**config.mk**
```make
export PLATFORM = sky130hd
export DESIGN_NAME = sync_video_framer
export DESIGN_NICKNAME = d
export VERILOG_FILES = /design/src/rtl/vs_pkg.sv /design/src/rtl/vs_fmt.sv /design/src/rtl/vs_ctrl.sv /design/src/rtl/vs_datapath.sv /design/src/rtl/sync_video_framer.sv
export SDC_FILE = /design/constraint.sdc
export NUM_CORES = 1
export LEC_CHECK = 0
export ABC_AREA = 1
export CAP_MARGIN = 20
export CORE_ASPECT_RATIO = 1.4
export CORE_UTILIZATION = 50
export CTS_CLUSTER_DIAMETER = 60
export DETAILED_ROUTE_END_ITERATION = 10
export PLACE_DENSITY = 0.72
export RECOVER_POWER = 100
export REMOVE_ABC_BUFFERS = 1
export SLEW_MARGIN = 20
export SYNTH_ARGS = -nofsm -noshare
export SYNTH_HDL_FRONTEND = slang
export SYNTH_SLANG_ARGS = --single-unit
```
**constraint.sdc**
```tcl
create_clock -name clk -period 2.9 [get_ports clk]
set_input_delay 0.58 -clock clk [delete_from_list [all_inputs] [get_ports clk]]
set_output_delay 0.58 -clock clk [all_outputs]
set_load 0.01 [all_outputs]
```
**src/rtl/vs_pkg.sv**
```systemverilog
package vs_pkg;
  localparam int REG_W = 16;
  localparam logic [1:0] ADDR_CTRL = 2'd0;
  localparam logic [1:0] ADDR_STAT = 2'd1;
  localparam logic [1:0] ADDR_WID  = 2'd2;
  localparam logic [1:0] ADDR_HGT  = 2'd3;

  typedef struct packed {
    logic load;     // capture pixIn into the hold stage
    logic loadSop;  // captured sample opens a packet
    logic emit;     // push the held sample to the output
    logic emitEop;  // pushed sample closes the packet
  } strobe_t;
endpackage

```
**src/rtl/vs_fmt.sv**
```systemverilog
module vs_fmt #(
  parameter int CNT_W = 12
) (
  input  logic             clk,
  input  logic             rstN,
  input  logic             lockIn,
  input  logic             activeIn,
  input  logic             hSyncIn,
  input  logic             vSyncIn,
  input  logic             fieldIn,
  output logic [CNT_W-1:0] pubW,
  output logic [CNT_W-1:0] pubH,
  output logic             pubI,
  output logic             changed
);
  logic hsPrev, vsPrev, fieldGood, candOk, f1Seen, lastF1, candI;
  logic [CNT_W-1:0] sampCnt, lineW, lineCnt, candW, candH;
  logic act, hsRise, vsRise, pendLine, newI;
  logic [CNT_W-1:0] newW, newH;

  assign act      = lockIn & activeIn & ~vSyncIn;
  assign hsRise   = lockIn & hSyncIn & ~hsPrev;
  assign vsRise   = lockIn & vSyncIn & ~vsPrev;
  assign pendLine = (sampCnt != '0);
  assign newW     = pendLine ? sampCnt : lineW;
  assign newH     = lineCnt + CNT_W'(pendLine);
  assign newI     = f1Seen | lastF1;

  always_ff @(posedge clk) begin
    if (!rstN) begin
      hsPrev <= 1'b0; vsPrev <= 1'b0; fieldGood <= 1'b0; candOk <= 1'b0;
      f1Seen <= 1'b0; lastF1 <= 1'b0; candI <= 1'b0; pubI <= 1'b0;
      sampCnt <= '0; lineW <= '0; lineCnt <= '0; candW <= '0; candH <= '0;
      pubW <= '0; pubH <= '0; changed <= 1'b0;
    end else begin
      hsPrev  <= lockIn & hSyncIn;
      vsPrev  <= lockIn & vSyncIn;
      changed <= 1'b0;
      if (!lockIn) begin
        fieldGood <= 1'b0; candOk <= 1'b0; f1Seen <= 1'b0; lastF1 <= 1'b0;
        sampCnt <= '0; lineCnt <= '0;
      end else begin
        if (act) sampCnt <= sampCnt + CNT_W'(1);
        if (fieldIn) f1Seen <= 1'b1;
        if (hsRise && pendLine) begin
          lineW   <= sampCnt;
          lineCnt <= lineCnt + CNT_W'(1);
          sampCnt <= '0;
        end
        if (vsRise) begin
          fieldGood <= 1'b1;
          lineCnt   <= '0;
          sampCnt   <= '0;
          f1Seen    <= fieldIn;
          lastF1    <= f1Seen;
          if (fieldGood) begin
            candW <= newW; candH <= newH; candI <= newI; candOk <= 1'b1;
            if (candOk && candW == newW && candH == newH && candI == newI &&
                (pubW != newW || pubH != newH || pubI != newI)) begin
              pubW <= newW; pubH <= newH; pubI <= newI;
              changed <= 1'b1;
            end
          end
        end
      end
    end
  end
endmodule

```
**src/rtl/vs_ctrl.sv**
```systemverilog
module vs_ctrl
  import vs_pkg::*;
#(
  parameter int CNT_W = 12
) (
  input  logic             clk,
  input  logic             rstN,
  input  logic             lockIn,
  input  logic             activeIn,
  input  logic             vSyncIn,
  input  logic [1:0]       regAddr,
  input  logic             regWrEn,
  input  logic [1:0]       regWrData,
  output logic [REG_W-1:0] regRdData,
  input  logic [CNT_W-1:0] fmtW,
  input  logic [CNT_W-1:0] fmtH,
  input  logic             fmtI,
  input  logic             fmtChanged,
  output strobe_t          strobe,
  output logic             frameOpen,
  output logic             fmtFlag,
  output logic             irq
);
  logic lockPrev, vsPrev, armed, runBit, maskBit, truncFlag;
  logic newSample, vsRise, lockFall, lockRise, startFrame, closeFrame, wrCtrl, wrStat;

  assign newSample  = lockIn & activeIn & ~vSyncIn;
  assign vsRise     = lockIn & vSyncIn & ~vsPrev;
  assign lockFall   = lockPrev & ~lockIn;
  assign lockRise   = ~lockPrev & lockIn;
  assign startFrame = armed & newSample & runBit;
  assign closeFrame = frameOpen & (vsRise | lockFall);
  assign wrCtrl     = regWrEn && regAddr == ADDR_CTRL;
  assign wrStat     = regWrEn && regAddr == ADDR_STAT;

  assign strobe.load    = newSample & (frameOpen | startFrame);
  assign strobe.loadSop = startFrame;
  assign strobe.emit    = frameOpen & (newSample | closeFrame);
  assign strobe.emitEop = closeFrame;
  assign irq            = fmtFlag & maskBit;

  always_ff @(posedge clk) begin
    if (!rstN) begin
      lockPrev <= 1'b0; vsPrev <= 1'b0; armed <= 1'b0; frameOpen <= 1'b0;
      runBit <= 1'b0; maskBit <= 1'b0; fmtFlag <= 1'b0; truncFlag <= 1'b0;
    end else begin
      lockPrev <= lockIn;
      vsPrev   <= lockIn & vSyncIn;
      if (!lockIn)        armed <= 1'b0;
      else if (vsRise)    armed <= 1'b1;
      else if (newSample) armed <= 1'b0;
      if (startFrame)      frameOpen <= 1'b1;
      else if (closeFrame) frameOpen <= 1'b0;
      if (wrCtrl) begin
        runBit  <= regWrData[0];
        maskBit <= regWrData[1];
      end
      fmtFlag   <= (fmtFlag & ~(wrStat & regWrData[0])) | fmtChanged | lockRise | lockFall;
      truncFlag <= (truncFlag & ~(wrStat & regWrData[1])) | (frameOpen & lockFall);
    end
  end

  always_comb begin
    case (regAddr)
      ADDR_CTRL: regRdData = REG_W'({maskBit, runBit});
      ADDR_STAT: regRdData = REG_W'({frameOpen, lockIn, fmtI, truncFlag, fmtFlag});
      ADDR_WID:  regRdData = REG_W'(fmtW);
      ADDR_HGT:  regRdData = REG_W'(fmtH);
    endcase
  end
endmodule

```
**src/rtl/vs_datapath.sv**
```systemverilog
module vs_datapath
  import vs_pkg::*;
#(
  parameter int DATA_W = 24
) (
  input  logic              clk,
  input  logic              rstN,
  input  strobe_t           strobe,
  input  logic [DATA_W-1:0] pixIn,
  output logic              strmValid,
  output logic              strmSop,
  output logic              strmEop,
  output logic [DATA_W-1:0] strmData
);
  logic [DATA_W-1:0] holdData;
  logic              holdSop;

  always_ff @(posedge clk) begin
    if (!rstN) begin
      holdData <= '0; holdSop <= 1'b0;
      strmValid <= 1'b0; strmSop <= 1'b0; strmEop <= 1'b0; strmData <= '0;
    end else begin
      if (strobe.load) begin
        holdData <= pixIn;
        holdSop  <= strobe.loadSop;
      end
      strmValid <= strobe.emit;
      strmSop   <= strobe.emit & holdSop;
      strmEop   <= strobe.emit & strobe.emitEop;
      if (strobe.emit) strmData <= holdData;
    end
  end
endmodule

```
**src/rtl/sync_video_framer.sv**
```systemverilog
module sync_video_framer
  import vs_pkg::*;
#(
  parameter int DATA_W = 24,
  parameter int CNT_W  = 12
) (
  input  logic              clk,
  input  logic              rstN,
  input  logic              lockIn,
  input  logic              activeIn,
  input  logic              hSyncIn,
  input  logic              vSyncIn,
  input  logic              fieldIn,
  input  logic [DATA_W-1:0] pixIn,
  input  logic [1:0]        regAddr,
  input  logic              regWrEn,
  input  logic [1:0]        regWrData,
  output logic [REG_W-1:0]  regRdData,
  output logic              strmValid,
  output logic              strmSop,
  output logic              strmEop,
  output logic [DATA_W-1:0] strmData,
  output logic              irq
);
  strobe_t          strobe;
  logic [CNT_W-1:0] fmtW, fmtH;
  logic             fmtI, fmtChanged, frameOpen, fmtFlag;

  vs_fmt #(.CNT_W(CNT_W)) u_fmt (
    .clk(clk), .rstN(rstN), .lockIn(lockIn), .activeIn(activeIn),
    .hSyncIn(hSyncIn), .vSyncIn(vSyncIn), .fieldIn(fieldIn),
    .pubW(fmtW), .pubH(fmtH), .pubI(fmtI), .changed(fmtChanged)
  );

  vs_ctrl #(.CNT_W(CNT_W)) u_ctrl (
    .clk(clk), .rstN(rstN), .lockIn(lockIn), .activeIn(activeIn), .vSyncIn(vSyncIn),
    .regAddr(regAddr), .regWrEn(regWrEn), .regWrData(regWrData), .regRdData(regRdData),
    .fmtW(fmtW), .fmtH(fmtH), .fmtI(fmtI), .fmtChanged(fmtChanged),
    .strobe(strobe), .frameOpen(frameOpen), .fmtFlag(fmtFlag), .irq(irq)
  );

  vs_datapath #(.DATA_W(DATA_W)) u_dp (
    .clk(clk), .rstN(rstN), .strobe(strobe), .pixIn(pixIn),
    .strmValid(strmValid), .strmSop(strmSop), .strmEop(strmEop), .strmData(strmData)
  );
endmodule

```
# After elaboration in Yosys (flattened, before gate mapping)
# Cells that the tools add are included.
[totals]
reg_bits = 152
out_inout_bits = 44
word_cells = 109
[classes]
add_sub_neg = 3
eq_ne = 9
muxes = 9
n_bitwise = 37
reduce_logical = 22
[ops]
columns = ["operator", "n"]
rows = [
  ["$pmux W16 S4", 1],
  ["$add A12 B1 Y12 const B", 2],
  ["$eq A12 B12 Y1", 2],
  ["$ne A12 B12 Y1", 2],
  ["$and A1 B1 Y1", 21],
  ["$add A12 B1 Y12", 1],
  ["$mux W12", 1],
  ["$reduce_bool A12 Y1", 1],
  ["$not A1 Y1", 8],
  ["$or A1 B1 Y1", 8],
  ["$reduce_and A4 Y1", 2],
  ["$logic_and A1 B1 Y1", 7],
  ["$mux W1", 7],
  ["$reduce_and A2 Y1", 3],
  ["$reduce_bool A2 Y1", 3],
  ["$eq A2 B2 Y1 const B", 2],
  ["$reduce_or A4 Y1", 1],
  ["$reduce_and A3 Y1", 1],
  ["$reduce_or A3 Y1", 1],
  ["$eq A2 B1 Y1 const B", 1],
  ["$logic_not A2 Y1", 1],
  ["$logic_or A1 B1 Y1", 2],
  ["$eq A1 B1 Y1", 1],
  ["$ne A1 B1 Y1", 1],
]

# Depth between registers and ports, before layout
[depth]
word_depth = 8
depth_mapped = 22

# By module
# From an unflattened synthesis, not the netlist that was laid out.
[unflattened]
cells_unflattened = 1248
area_unflattened_um2 = 7851.3
[by_module_without_submodules]
columns = ["module", "n_inst", "cells_each", "area_each_um2", "seq_area_each_um2"]
rows = [
  ["vs_fmt", 1, 831, 5175.0, 1861.8],
  ["vs_datapath", 1, 320, 2075.7, 1041.0],
  ["vs_ctrl", 1, 97, 600.6, 160.2],
]

# Least setup slack after synthesis
# No wires, ideal clock.
[synth_path]
path_kind = "reg2reg"
startpoint = "reg u_fmt.sampCnt[0]"
endpoint = "reg u_fmt.pubW[7]"
setup_time_ps = 112
arrival_time_ps = 2586
setup_slack_ps = 202
stages_incl_launch_ff = 23
synth_period_minus_slack_ps = 2698
path_cell_list = "dfxtp_1 -> inv_1 -> ha_1 -> nand2_1 -> nor2_8 -> nand2_2 -> ha_1 -> nand2_2 -> nor2_4 -> nand2_2 -> nand2_1 -> nand2_1 -> inv_2 -> nand2_1 -> and2_1 -> nand3_1 -> nor2_1 -> nand2_1 -> nor2_8 -> nand2_4 -> buf_6 -> nor2_2 -> nor2_1"
[synth_via]
elab_chain_len = 8
word_cells_on_any_way = 14
classes_between = "1 x add/sub; 4 x eq/ne; 1 x mux; 8 x reduce/logical"
[synth_lines]
columns = ["element", "line", "text"]
rows = [
  ["from (decl)", "vs_fmt.sv:17", "logic [CNT_W-1:0] sampCnt, lineW, lineCnt, candW, candH;"],
  ["from (signal assigned)", "vs_fmt.sv:43", "if (act) sampCnt <= sampCnt + CNT_W'(1);"],
  ["parallel branches: the longest is 8 deep, another holds $add A12 B1 Y12", "n/a", ""],
  ["to (signal assigned)", "vs_fmt.sv:60", "pubW <= newW; pubH <= newH; pubI <= newI;"],
  ["to (decl)", "vs_fmt.sv:11", "output logic [CNT_W-1:0] pubW,"],
]
# Several ways; the timed one is not identified.
# A chain may end at the register's enable or synchronous reset.

# Worst setup path in the final report
[layout_path]
startpoint = "reg u_fmt.sampCnt[1]"
endpoint = "reg u_fmt.pubH[9]"
[layout_via]
elab_chain_len = 8
word_cells_on_any_way = 14
classes_between = "1 x add/sub; 4 x eq/ne; 1 x mux; 8 x reduce/logical"
[layout_lines]
columns = ["element", "line", "text"]
rows = [
  ["parallel branches: the longest is 8 deep, another holds $add A12 B1 Y12", "n/a", ""],
  ["to (signal assigned)", "vs_fmt.sv:60", ""],
  ["to (decl)", "vs_fmt.sv:12", "output logic [CNT_W-1:0] pubH,"],
]
# Several ways; the timed one is not identified.

==> impl_metrics.json <==
{
  "postRouteAntennaNets": 0,
  "max_freq_mhz": 347.2,
  "drive_gt1_frac": 0.1442,
  "finalPower_mw": 4.618,
  "synth_area_per_cell_um2": 6.722,
  "synth-edff-count": 0,
  "fin_nets": 1283,
  "die_h_um": 147.3,
  "cts_hold_buf": 0,
  "synthArstFlopShare": 0,
  "hpwlAfterDp_um": 14520,
  "dieArea_mm2": 0.01559,
  "arrival_ns": 3.20,
  "globalRouteOverflowTotal": 0,
  "ys.warnings.count": 0,
  "fin_worst_skew_ns": 0.009193,
  "die_w_um": 105.8,
  "min_period_over_period": 0.9931,
  "fin_crit_ns": 2.880,
  "cp.required_ns": 3.22,
  "path_clk_slew_ns": 0.07,
  "drt-met1-wl_um": 8604,
  "power.share.sequential": 0.457,
  "setup-violations-final": 0,
  "route.detailed.drc": 0,
  "ys.flop_type": "dfxtp_1",
  "worst_pin_slew_ns": 0.9495,
  "clock_latency_ns": 0.43,
  "slew_headroom": 0.3663,
  "root_buffer": "clkbuf_16",
  "drt-wirelength-per-cell_um": 14.66,
  "cts-buffers-inserted": 17,
  "maxCapViolCount": 0,
  "synth_cell_types": 44,
  "clk_path_buf_depth": 2,
  "rows": 52,
  "hold_violations": 0,
  "cp-start-kind": "register",
  "dr.max_layer_used": "met4",
  "end_kind": "register",
  "p_comb_frac": 0.074,
  "grt_pass1_vias": 7070,
  "yosysSeqAreaShare": 0.4035,
  "ys_seq_elements": 152,
  "clock-sinks": 152,
  "rsz0062_at_grt": "true",
  "layout_commonest_cell": "nand2_1",
  "antenna_found_initial": 0,
  "leakage_nw": 4.411,
  "dr.pass1.iters": 5,
  "syn-cell-area_mm2": 0.007542,
  "intPower_mw": 3.459,
  "min_path_type": "reg -> reg",
  "fin_cells": 1444,
  "critPathKind": "reg -> reg",
  "first_iter_violations": 495,
  "num_vias": 7550,
  "core-area_mm2": 0.01457,
  "layout_common_cells": "nand2_1 (230), nor2_1 (172), dfxtp_1 (150)",
  "dpl.cell_count": 1399,
  "p_switching_mw": 1.159,
  "slew_violations": 0,
  "syn_to_final_growth_pct": 28.43,
  "viasPerCell": 5.229,
  "ff2ff_setup_slack_ns": 0.02,
  "postLayoutCellArea_mm2": 0.009687,
  "h-tree-depth": 4,
  "grt_use_total": 0.2674,
  "whs_ns": 0.4422,
  "routed-wl-met3_um": 917,
  "n_antenna_cell": 0,
  "synthCells": 1122,
  "switching_share": 0.2510,
  "cp_max_fo": 9,
  "floorplan.initialDensity": 0.5175,
  "dpl_cell_area_mm2": 0.008737,
  "grt_first_pass_wirelength_um": 32940,
  "status": "complete, no violations",
  "power_density_mw_per_mm2": 476.7,
  "io_pins": 80,
  "port_buffers": 75,
  "peakVddDrop_mv": 0.4871,
  "drt-total-wl_um": 21170,
  "grt_max_degree": 58,
  "place_congestion": 0.9124,
  "cts_tree": "built",
  "wl_met2_um": 10850,
  "clkPwrFrac": 0.470
}
## final cells by class
class                   count  area [um2]
repair buffers            137        1340
inverters                 140       528.0
clock buffers              18       429.2
multi-input cells         794        3970
flip-flops and latches    152        3045
fillers                  1313        4887
clock inverters            14       137.6
well taps                 189       236.5
## metal layers
metal,vias to the layer above,GRT usage
li1,3827,-
met1,3464,0.2944
met2,206,0.4912
met3,53,0.05768
met4,0,0.1097
met5,-,0
## through the flow
stage / util / setup WS [ns] / setup TNS, ns
2_1_floorplan: - / -0.2608 / -3.308
3_3_place_gp: 0.5995 / -0.07358 / -0.9606
6_report: 0.6647 / 0.01990 / 0
5_1_grt: 0.6647 / -0.09078 / -1.371
4_1_cts: 0.6408 / 0.001288 / 0
3_5_place_dp: 0.5995 / -0.1168 / -1.746
## state kept, by name, indices dropped and copies added, names as in the netlist, 12 cells and up
name and cells:
u_dp.holdData 24, u_dp.strmData 24, u_fmt.candH 12, u_fmt.candW 12, u_fmt.lineCnt 12, u_fmt.lineW 12, u_fmt.pubH 12, u_fmt.pubW 12
u_fmt.sampCnt 12
## cell families after synthesis
kind of cell / after synthesis / synth area share
AOI/OAI and AO/OA: 197 / 0.1374
xor gates and xnor gates: 4 / 0.006636
adders and majority gates: 5 / 0.008295
buffers and inverters: 181 / 0.09870
DFF: 152 / 0.4035
other: 1 / 0.0004972
and+or+nand+nor: 582 / 0.3451
## synth_stat cells (3+ instances only)
library cell  instances  area (um2)
nand2_1             243       912.1
nor2_1              180       675.7
dfxtp_1             152        3043
inv_1               130       488.0
o21ai_0              97       485.5
nand3_1              89       445.4
a21oi_1              78       390.4
clkbuf_1             26       97.59
nor2_2               14       87.58
nand2_2              10       62.56
inv_2                 9       33.78
nor3_1                9       45.04
nand4_1               8       50.05
o22ai_1               7       43.79
buf_4                 6       45.04
ha_1                  5       62.56
nand3_4               5       87.58
nand2_4               4       45.04
nand3b_1              4       30.03
nor2_4                4       45.04
o211ai_1              4       30.03
buf_2                 3       15.01
buf_6                 3       33.78
nand3_2               3       30.03
xor2_1                3       26.28
## final timing paths
| kind | from | end | cells past startpoint |
|---|---|---|---|
| worst min-delay path | u_dp.holdSop | u_dp.strmSop | 2 |
| worst max register to register | u_fmt.sampCnt[1] | u_fmt.pubH[9] | 22 |
| worst min register to register | u_dp.holdSop | u_dp.strmSop | 2 |
| worst max-delay path | u_fmt.sampCnt[1] | u_fmt.pubH[9] | 22 |
## power groups by stage
stage          Clock (mW)  Combinational (mW)  Sequential [mW]
6_report             2.17               0.340             2.11
5_1_grt              2.29               0.361             2.11
4_1_cts              2.20               0.264             2.11
3_5_place_dp            0               0.259             2.16
3_3_place_gp            0               0.257             2.15
2_1_floorplan           0               0.110             2.15
## worst max-delay path, stage by stage (launching register included)
cell       delay, ns
dfxtp_2         0.33
inv_2           0.05
ha_4            0.15
nand2_4         0.07
nor2_8          0.05
nand2_4         0.10
ha_4            0.18
nand2_8         0.08
inv_4           0.09
nand2_1         0.08
nand2_1         0.13
inv_1           0.08
nand2_1         0.06
nand2_1         0.04
nand3b_1        0.17
nor2_1          0.13
nand2_1         0.12
nor2_2          0.17
nand3_4         0.10
buf_12          0.18
clkbuf_16       0.16
a21oi_1         0.17
nor2_1          0.07
## repair_timing
item / in CTS / in global routing
endpoints found under the setup margin: 30 / 28
cloned: 0 / 7
pin swaps: 0 / 19
setup buffers: 0 / 6
hold endpoints to repair: 0 / 0
gates resized for setup: 10 / 49
No activity file was read; power rests on OpenSTA's default activity.
